`src/rtl/irq_pkg.sv`:
```
package irq_pkg;
  localparam int N_SRC    = 22;
  localparam int LVL_W    = 3;
  localparam int N_PIN    = 3;
  localparam int HOLE_IDX = 5;
  localparam int VEC_BASE = 'h28;
  localparam int VEC_STEP = 4;
  localparam int NMI_VEC  = 'h20;

  // offset of maskable source k, skipping the reserved slot
  function automatic logic [7:0] vec_of(input int k);
    return 8'(VEC_BASE + VEC_STEP * (k + ((k >= HOLE_IDX) ? 1 : 0)));
  endfunction
endpackage

```
`src/rtl/irq_edge_det.sv`:
```
module irq_edge_det (
  input  logic clk_i,
  input  logic rst_ni,
  input  logic pin_i,
  input  logic en_i,
  input  logic edge_i,
  output logic set_o
);
  logic prev_q;

  always_ff @(posedge clk_i or negedge rst_ni)
    if (!rst_ni) prev_q <= 1'b0;
    else         prev_q <= pin_i;

  assign set_o = en_i & edge_i & pin_i & ~prev_q;
endmodule

```
`src/rtl/irq_src_bank.sv`:
```
module irq_src_bank #(
  parameter int N_SRC  = 22,
  parameter int LVL_W  = 3,
  parameter int ADDR_W = 4,
  localparam int FW    = LVL_W + 1,
  localparam int DW    = 2 * FW,
  localparam int REG_N = N_SRC / 2
) (
  input  logic                        clk_i,
  input  logic                        rst_ni,
  input  logic                        we_i,
  input  logic [ADDR_W-1:0]           addr_i,
  input  logic [DW-1:0]               wdata_i,
  output logic [DW-1:0]               rdata_o,
  input  logic [N_SRC-1:0]            set_i,
  input  logic [N_SRC-1:0]            clr_i,
  input  logic                        lvl_mode_i,
  input  logic                        lvl_val_i,
  output logic [N_SRC-1:0]            pend_o,
  output logic [N_SRC-1:0][LVL_W-1:0] lvl_o
);
  logic [N_SRC-1:0]            pend_q;
  logic [N_SRC-1:0][LVL_W-1:0] lvl_q;

  for (genvar k = 0; k < N_SRC; k++) begin : g_src
    localparam int R   = k / 2;
    localparam int OFS = (k % 2) * FW;
    logic hit;
    logic follow;
    assign hit    = we_i && (addr_i == ADDR_W'(R));
    assign follow = (k == 0) && lvl_mode_i;

    always_ff @(posedge clk_i or negedge rst_ni)
      if (!rst_ni) begin
        lvl_q[k]  <= '0;
        pend_q[k] <= 1'b0;
      end else begin
        if (hit) lvl_q[k] <= wdata_i[OFS +: LVL_W];
        if (follow) pend_q[k] <= lvl_val_i;
        else        pend_q[k] <= set_i[k] | (pend_q[k] & ~clr_i[k]);
      end

    a_r7_ack_clears: assert property (@(posedge clk_i) disable iff (!rst_ni)
      (clr_i[k] && !set_i[k] && !follow) |=> !pend_q[k]);
    a_r2_wr_keeps_pend: assert property (@(posedge clk_i) disable iff (!rst_ni)
      (hit && !set_i[k] && !clr_i[k] && !follow) |=> (pend_q[k] == $past(pend_q[k])));
  end

  always_comb begin
    rdata_o = '0;
    for (int r = 0; r < REG_N; r++)
      if (addr_i == ADDR_W'(r))
        rdata_o = {pend_q[2*r+1], lvl_q[2*r+1], pend_q[2*r], lvl_q[2*r]};
  end

  assign pend_o = pend_q;
  assign lvl_o  = lvl_q;
endmodule

```
`src/rtl/irq_arbiter.sv`:
```
module irq_arbiter #(
  parameter int N_SRC  = 22,
  parameter int LVL_W  = 3,
  localparam int IDX_W = $clog2(N_SRC)
) (
  input  logic [N_SRC-1:0]            pend_i,
  input  logic [N_SRC-1:0][LVL_W-1:0] lvl_i,
  input  logic [LVL_W-1:0]            mask_i,
  output logic                        vld_o,
  output logic [IDX_W-1:0]            idx_o,
  output logic [LVL_W-1:0]            lvl_o
);
  // strict compare keeps the lowest index on equal levels
  always_comb begin
    vld_o = 1'b0;
    idx_o = '0;
    lvl_o = '0;
    for (int k = 0; k < N_SRC; k++)
      if (pend_i[k] && lvl_i[k] != '0 && lvl_i[k] >= mask_i &&
          (!vld_o || lvl_i[k] > lvl_o)) begin
        vld_o = 1'b1;
        idx_o = IDX_W'(k);
        lvl_o = lvl_i[k];
      end
  end
endmodule

```
`src/rtl/irq_ctrl.sv`:
```
module irq_ctrl
  import irq_pkg::*;
#(
  parameter int N_SRC_P  = N_SRC,
  parameter int LVL_W_P  = LVL_W,
  localparam int N_PER   = N_SRC_P - N_PIN,
  localparam int REG_N   = N_SRC_P / 2,
  localparam int ADDR_W  = $clog2(REG_N),
  localparam int DW      = 2 * (LVL_W_P + 1),
  localparam int IDX_W   = $clog2(N_SRC_P)
) (
  input  logic               clk_i,
  input  logic               rst_ni,
  input  logic               reg_we_i,
  input  logic [ADDR_W-1:0]  reg_addr_i,
  input  logic [DW-1:0]      reg_wdata_i,
  output logic [DW-1:0]      reg_rdata_o,
  input  logic [N_PER-1:0]   src_set_i,
  input  logic               int0_i,
  input  logic               int0_en_i,
  input  logic               int0_edge_i,
  input  logic               int4_i,
  input  logic               int4_port_i,
  input  logic               int5_i,
  input  logic               int5_port_i,
  input  logic               nmi_i,
  input  logic [LVL_W_P-1:0] cpu_mask_i,
  input  logic               irq_ack_i,
  output logic               irq_req_o,
  output logic               irq_nmi_o,
  output logic [7:0]         irq_vec_o,
  output logic [LVL_W_P-1:0] irq_lvl_o
);
  logic [N_PIN-1:0] pin, pin_en, pin_edge, pin_set;
  logic [N_SRC_P-1:0] set, clr, pend;
  logic [N_SRC_P-1:0][LVL_W_P-1:0] lvl;
  logic win_vld;
  logic [IDX_W-1:0] win_idx;
  logic [LVL_W_P-1:0] win_lvl;
  logic nmi_rise, nmi_q;

  assign pin      = {int5_i, int4_i, int0_i};
  assign pin_en   = {~int5_port_i, ~int4_port_i, int0_en_i};
  assign pin_edge = {1'b1, 1'b1, int0_edge_i};

  for (genvar p = 0; p < N_PIN; p++) begin : g_pin
    irq_edge_det u_det (
      .clk_i (clk_i), .rst_ni(rst_ni), .pin_i(pin[p]),
      .en_i  (pin_en[p]), .edge_i(pin_edge[p]), .set_o(pin_set[p])
    );
  end

  irq_edge_det u_nmi_det (
    .clk_i(clk_i), .rst_ni(rst_ni), .pin_i(nmi_i),
    .en_i(1'b1), .edge_i(1'b1), .set_o(nmi_rise)
  );

  assign set = {src_set_i, pin_set};

  always_ff @(posedge clk_i or negedge rst_ni)
    if (!rst_ni) nmi_q <= 1'b0;
    else         nmi_q <= nmi_rise | (nmi_q & ~irq_ack_i);

  always_comb begin
    clr = '0;
    if (irq_ack_i && !nmi_q && win_vld) clr[win_idx] = 1'b1;
  end

  irq_src_bank #(.N_SRC(N_SRC_P), .LVL_W(LVL_W_P), .ADDR_W(ADDR_W)) u_bank (
    .clk_i     (clk_i),
    .rst_ni    (rst_ni),
    .we_i      (reg_we_i),
    .addr_i    (reg_addr_i),
    .wdata_i   (reg_wdata_i),
    .rdata_o   (reg_rdata_o),
    .set_i     (set),
    .clr_i     (clr),
    .lvl_mode_i(int0_en_i & ~int0_edge_i),
    .lvl_val_i (int0_i),
    .pend_o    (pend),
    .lvl_o     (lvl)
  );

  irq_arbiter #(.N_SRC(N_SRC_P), .LVL_W(LVL_W_P)) u_arb (
    .pend_i(pend), .lvl_i(lvl), .mask_i(cpu_mask_i),
    .vld_o (win_vld), .idx_o(win_idx), .lvl_o(win_lvl)
  );

  assign irq_req_o = nmi_q | win_vld;
  assign irq_nmi_o = nmi_q;
  assign irq_vec_o = nmi_q ? 8'(NMI_VEC) : (win_vld ? vec_of(int'(win_idx)) : 8'h00);
  assign irq_lvl_o = nmi_q ? '1 : win_lvl;

  a_r4_eligible: assert property (@(posedge clk_i) disable iff (!rst_ni)
    (irq_req_o && !irq_nmi_o) |-> (irq_lvl_o != '0 && irq_lvl_o >= cpu_mask_i));
  a_r3_no_hole: assert property (@(posedge clk_i) disable iff (!rst_ni)
    irq_req_o |-> (irq_vec_o != 8'h3C));
  a_r10_nmi_first: assert property (@(posedge clk_i) disable iff (!rst_ni)
    nmi_rise |=> (irq_req_o && irq_nmi_o && irq_vec_o == 8'(NMI_VEC)));

  for (genvar k = 0; k < N_SRC_P; k++) begin : g_chk
    a_r5_best_wins: assert property (@(posedge clk_i) disable iff (!rst_ni)
      (win_vld && pend[k] && lvl[k] != '0 && lvl[k] >= cpu_mask_i) |->
      (lvl[k] < win_lvl || (lvl[k] == win_lvl && IDX_W'(k) >= win_idx)));
  end
endmodule

```
`config.mk`:
```
export PLATFORM = sky130hd
export DESIGN_NAME = irq_ctrl
export DESIGN_NICKNAME = d
export VERILOG_FILES = /design/src/rtl/irq_pkg.sv /design/src/rtl/irq_edge_det.sv /design/src/rtl/irq_src_bank.sv /design/src/rtl/irq_arbiter.sv /design/src/rtl/irq_ctrl.sv
export SDC_FILE = /design/constraint.sdc
export NUM_CORES = 1
export LEC_CHECK = 0
export ABC_AREA = 1
export BUFFER_PORTS_ARGS = -buffer_cell sky130_fd_sc_hd__buf_2
export CORE_ASPECT_RATIO = 1.2
export CORE_MARGIN = 2
export CORE_UTILIZATION = 35
export CTS_BUF_LIST = sky130_fd_sc_hd__clkbuf_16
export DETAILED_ROUTE_END_ITERATION = 16
export PLACE_DENSITY_LB_ADDON = 0.15
export SYNTH_ARGS = -nofsm -noshare
export SYNTH_HDL_FRONTEND = slang
export SYNTH_SLANG_ARGS = --single-unit
```
`constraint.sdc`:
```
create_clock -name clk_i -period 109.1 [get_ports clk_i]
set_input_delay 27.275 -clock clk_i [delete_from_list [all_inputs] [get_ports clk_i]]
set_output_delay 27.275 -clock clk_i [all_outputs]
set_load 0.005 [all_outputs]
```
==> After elaboration in Yosys (flattened, before gate mapping) <==
Cells that the tools add are included.
{ "op_classes": {"magnitude_cmp": 46, "n_reduce_logical": 145, "addsub": 2, "mux": 84, "eq_ne": 10, "bitwise": 86} }
{ "op_table": {"columns": ["operator", "count"], "rows": [
  ["8-bit 2-to-1 mux", 13],
  ["3-bit 2-to-1 mux", 27],
  ["1-bit logical AND", 79],
  ["3-bit greater-or-equal comparator", 22],
  ["3-bit nonzero test", 22],
  ["3-bit greater-than comparator", 21],
  ["1-bit bitwise AND", 32],
  ["4-bit 2-to-1 mux", 8],
  ["5-bit 2-to-1 mux", 6],
  ["1-bit NOT", 30],
  ["1-bit 2-to-1 mux", 26],
  ["1-bit bitwise OR", 24],
  ["1-bit zero test", 22],
  ["22-bit 2-to-1 mux", 1],
  ["1-bit logical OR", 21],
  ["4-bit by 3-bit == test with 1-bit output, second input constant", 4],
  ["4-bit == test, second input constant", 3],
  ["6-bit by 8-bit adder with 8-bit output, first input constant", 1],
  ["4-bit by 2-bit == test with 1-bit output, second input constant", 2],
  ["5-bit by 1-bit adder with 6-bit output", 1],
  ["5-bit by 6-bit < comparator with 1-bit output, second input constant", 1],
  ["1-bit demux with 5-bit select", 1],
  ["5-bit by 1-bit greater-or-equal comparator with 1-bit output, second input constant", 1],
  ["5-bit by 3-bit greater-or-equal comparator with 1-bit output, second input constant", 1],
  ["3 further kinds", 4]
]} }
{ "totals": {"wordCells": 422, "in_bits": 46, "output_inout_bits": 21, "ff_bits": 93} }

==> Depth between registers and ports, before layout <==
{ "depth": {"ltp_word": 97, "depth_mapped": 218, "ltp_nobuf": 217} }

==> Cells and area by module <==
A second synthesis with hierarchy kept.
{ "unflattened": {"cells_unflattened": 1313, "hier_area_um2": 9232.6} }
{ "by_module_without_submodules": {"columns": ["mod", "area_each_um2", "instances", "seq_area_each_um2", "cells_each"], "rows": [
  ["irq_arbiter", 4476.8, 1, 0.0, 725],
  ["irq_src_bank", 4083.9, 1, 2202.1, 471],
  ["irq_ctrl", 501.7, 1, 25.0, 97],
  ["irq_edge_det", 42.5, 4, 25.0, 5]
]} }

==> Worst setup path before layout <==
No wires, ideal clock.
{ "synth_path": {"kind": "input to output", "startpoint": "in cpu_mask_i[2]", "endpoint": "out irq_vec_o[5]", "n_path_buf": 1, "path_slack_ns": 31.346, "cell_stages": 203, "required_time_ns": 81.825, "arrival_time_ns": 50.479, "cell_sequence": "inv_1 ha_1 a21oi_1 nand2_1 nand2_2 clkinv_1 nand2_1 ha_1 a21oi_1 nand2_1 nand2_1 nand3_1 nand2_2 o21ai_0 ha_1 nand2_1 o21ai_0 nand2_1 (+167 left out) o21ai_0 nand2_1 nand2_1 nand2_1 nand2_1 inv_1 nand2_2 nand3_1 inv_1 o21ai_0 ha_1 ha_1 xor2_2 ha_1 inv_1 nand3_1 nand3_1 nand2_1"} }
{ "synth_via": {"elab_chain_len": 93, "word_cells_on_any_way": 198, "cone_classes": "add/sub (2); order compare (44); mux (67); reduce/logical (85)"} }
{ "synth_rtl": {"columns": ["element", "line", "text"], "rows": [
  ["from (decl)", "irq_ctrl.sv:27", "input logic [LVL_W_P-1:0] cpu_mask_i,"],
  ["3-bit greater-or-equal comparator", "irq_arbiter.sv:19", "if (pend_i[k] && lvl_i[k] != '0 && lvl_i[k] >= mask_i &&"],
  ["1-bit logical AND", "irq_arbiter.sv:19", null],
  ["3-bit 2-to-1 mux or 1-bit 2-to-1 mux (tied branches)", "irq_arbiter.sv:19", null],
  ["3-bit greater-than comparator or 1-bit zero test (tied branches)", "irq_arbiter.sv:20", "(!vld_o || lvl_i[k] > lvl_o)) begin"],
  ["1-bit logical OR", "irq_arbiter.sv:20", null],
  ["1-bit logical AND", "irq_arbiter.sv:19", null],
  ["3-bit 2-to-1 mux or 1-bit 2-to-1 mux (tied branches)", "irq_arbiter.sv:19", null],
  ["3-bit greater-than comparator or 1-bit zero test (tied branches)", "irq_arbiter.sv:20", null],
  ["(+76 left out)", null, null],
  ["1-bit logical OR", "irq_arbiter.sv:20", null],
  ["1-bit logical AND", "irq_arbiter.sv:19", null],
  ["5-bit 2-to-1 mux", "irq_arbiter.sv:19", null],
  ["5-bit by 3-bit greater-or-equal comparator with 1-bit output", "irq_pkg.sv:12", "return 8'(VEC_BASE + VEC_STEP * (k + ((k >= HOLE_IDX) ? 1 : 0)));"],
  ["1-bit 2-to-1 mux", "irq_pkg.sv:12", null],
  ["5-bit by 1-bit adder with 6-bit output", "irq_pkg.sv:12", null],
  ["6-bit by 8-bit adder with 8-bit output", "irq_pkg.sv:12", null],
  ["8-bit 2-to-1 mux (*) (2 in a row)", "irq_ctrl.sv:91", "assign irq_vec_o = nmi_q ? 8'(NMI_VEC) : (win_vld ? vec_of(int'(win_idx)) : 8'h00);"],
  ["to (decl)", "irq_ctrl.sv:31", "output logic [7:0] irq_vec_o,"]
]} }
Every way passes the cells marked *; elsewhere a longest branch is shown, timed or not.

==> Worst setup path in the final report <==
Same ends and word-level chain as after synthesis.

==> run_results.csv <==
group,metric,value,unit
place,gp_congestion,0.837,
timing,finalWorstSetupSlack,27550,ps
critical_path,crit_end,"irq_vec_o[5]",
timing,setup_viol,0,
logic_synthesis,yosys_warnings,0,
routing,post-route-drc-count,0,
die,start_util,35.6,%
timing,hold_violations,0,
clock_tree,cts_setup_buffers,0,
routing,routedWlPerCell,16.8,µm
logic_synthesis,synth_area_per_cell,7.05,µm²
routing,vias,8273,
logic_synthesis,syn_inst,1249,
clock_tree,clock-sinks,93,
logic_synthesis,yosysTopAreaCell,"dfrtp_1",
clock_tree,clk_latency,350,ps
clock_tree,cts.path.max_buffers,2,
critical_path,cp_max_fo,22,
timing,fin_skew,5.56,ps
place,io_buffer_count,62,
layout,syn_to_final_growth,10.4,%
clock_tree,cts_buffers,9,
critical_path,cp-startpoint,"cpu_mask_i[2]",
hold_path,hp-class,"reg -> reg",
critical_path,crit_arrival,54270,ps
place,dpl_worst_slack,27370,ps
global_routing,grt_first_pass_wirelength,43200,µm
critical_path,crit_slowest_cell,"buf_4",
layout,num_antenna_cells,0,
logic_synthesis,synth_edf_count,0,
timing,grt_setup_unrepaired,"false",
global_routing,grt_usage,21.3,%
layout,drive_above_1_share,13.8,%
timing,slew_violations,0,
layout,nNetsFinal,1471,
timing,finalCritPeriodShare,74.7,%
clock_tree,clk_transition_reported_paths,70,ps
clock_tree,cts_tree,"built",
routing,drt_iter0_drc,426,
timing,tightest_slew,771,ps
global_routing,grt-ovfl-total,0,
global_routing,grt_antenna_before_repair,0,
timing,worst_slew_margin_rel,48.6,%
timing,fmax,12.3,MHz
global_routing,first_global_vias,7941,
place,hpwl,21100,µm
logic_synthesis,synth_most_common_cell,"nand2_1",
logic_synthesis,synthTopCellsByCount,"nand2_1 (321), inv_1 (170), o21ai_0 (145), ha_1 (120), dfrtp_1 (93)",
logic_synthesis,yosys-top-cells-area,"dfrtp_1 (26%), ha_1 (17%), nand2_1 (14%), o21ai_0 (8.2%), inv_1 (7.2%)",
die,pin_count,67,
critical_path,worst_r2r_path_depth,193,
run,drv_cap,0,
routing,drt_first_pass_iters,5,
critical_path,rr_endpoint,"u_bank.pend_o[13]",
logic_synthesis,async_reset_ff_share,100,%
logic_synthesis,synth.distinct_cells,42,
timing,hold-worst-slack,412,ps
routing,wirelength,27500,µm
critical_path,cp-start-kind,"input pin",
die,die_h,178,µm
logic_synthesis,ys_seq_area_share,26.4,%
critical_path,crit_required,81830,ps
die,coreArea,24800,µm²
critical_path,cp_slowest_stage_delay,380,ps
die,die_area,26400,µm²
clock_tree,htree_levels,3,
routing,ant_nets,0,
logic_synthesis,yosys.area.top_type_share,26.4,%
routing,viasPerCell,5.06,
clock_tree,root_buffer,"clkbuf_16",
critical_path,critPathKind,"in -> out",
logic_synthesis,ys_seq_elements,93,
global_routing,grt_max_degree,58,
timing,fin_crit,81550,ps
critical_path,end_kind,"output port",
die,core.rowCount,63,
logic_synthesis,synthesis.area,8800,µm²
critical_path,r2r_start,"u_bank.lvl_o[0]",
timing,fin_setup_tns,0,ps
critical_path,r2r_slack,83030,ps
outcome,status,"finished, final reports clean",
die,die_w,149,µm
clock_tree,ctsResizeCount,0,
logic_synthesis,ys.flop_type,"dfrtp_1",
clock_tree,ctsHoldBuffers,0,
[cells in the final DEF (no fill, tap or decap), types with 7 or more instances in the layout]
cell,instances
ha_1,120
inv_1,170
nand2_2,47
o311ai_0,13
buf_2,61
o2111ai_1,8
nand2_4,7
clkbuf_16,9
o21ai_2,10
nand3_1,72
o21bai_1,7
o21ai_1,17
dfrtp_1,93
o21ai_0,145
nand2_1,321
o211ai_1,22
o22ai_1,12
nand3_2,19
nor2_1,65
a21oi_1,40
[worst max-delay path: cells and delay by family]
| kind | cells | cell delay, ps |
|---|---|---|
| AO/OA/AOI/OAI | 54 | 8480 |
| XOR/XNOR | 1 | 190 |
| adder cells (fa/ha/maj) | 25 | 7360 |
| buffers and inverters | 26 | 2130 |
| AND/OR/NAND/NOR | 95 | 8760 |
[how the worst min path moves through the flow]
stage | start | end | slack, ps | cells past startpoint
floorplan | g_pin[2].u_det.prev_q | u_bank.pend_o[2] | 400 | 1
finish | g_pin[2].u_det.prev_q | u_bank.pend_o[2] | 410 | 1
detailed placement | g_pin[2].u_det.prev_q | u_bank.pend_o[2] | 410 | 1
global route | g_pin[2].u_det.prev_q | u_bank.pend_o[2] | 440 | 1
global placement | g_pin[2].u_det.prev_q | u_bank.pend_o[2] | 410 | 1
CTS | g_pin[2].u_det.prev_q | u_bank.pend_o[2] | 420 | 1
[sequential cells by signal (all words and copies together) (netlist names)]
signal,count
g_pin.u_det.prev_q,3
irq_nmi_o,1
u_bank.lvl_o,66
u_bank.pend_o,22
u_nmi_det.prev_q,1
[layout make-up]
class | count | area [µm²]
Timing Repair Buffer | 66 | 343
Tap cell | 325 | 407
Clock inverter | 7 | 42.5
Multi-Input combinational cell | 958 | 5710
Clock buffer | 9 | 225
Inverter | 177 | 664
Sequential cell | 93 | 2330
Fill cell | 2681 | 15000
[cell families after synthesis]
| kind of cell | count (synthesis) | synth area share [%] |
|---|---|---|
| flip-flops | 93 | 26.4 |
| buffers and inverters | 199 | 8.75 |
| AND/OR/NAND/NOR | 549 | 28.5 |
| XOR/XNOR | 1 | 0.185 |
| other | 1 | 0.0426 |
| AO/OA/AOI/OAI | 286 | 19.0 |
| adder cells (fa/ha/maj) | 120 | 17.1 |
[stage by stage]
stage / utilization, % / cell area [µm²] / std cells
global placement: 38.2 / 9450 / 1619
floorplan: - / 8810 / 1250
detailed placement: 38.2 / 9450 / 1619
CTS: 39.3 / 9720 / 1635
global route: 39.3 / 9720 / 1635
finish: 39.3 / 9720 / 1635
[routing by layer]
metal / global-route usage (%) / vias up / part of all wire, % / routed length [µm]
li1: - / 4304 / - / -
met1: 28.7 / 3807 / 47 / 12900
met2: 37.0 / 134 / 49 / 13400
met3: 1.75 / 28 / 2.5 / 700
met4: 5.32 / 0 / 1.8 / 501
met5: 0 / - / 0 / 0
Power is left out: the tool's default activity adds up to more than one toggle a clock period on the data nets, which glitch-free logic cannot reach.
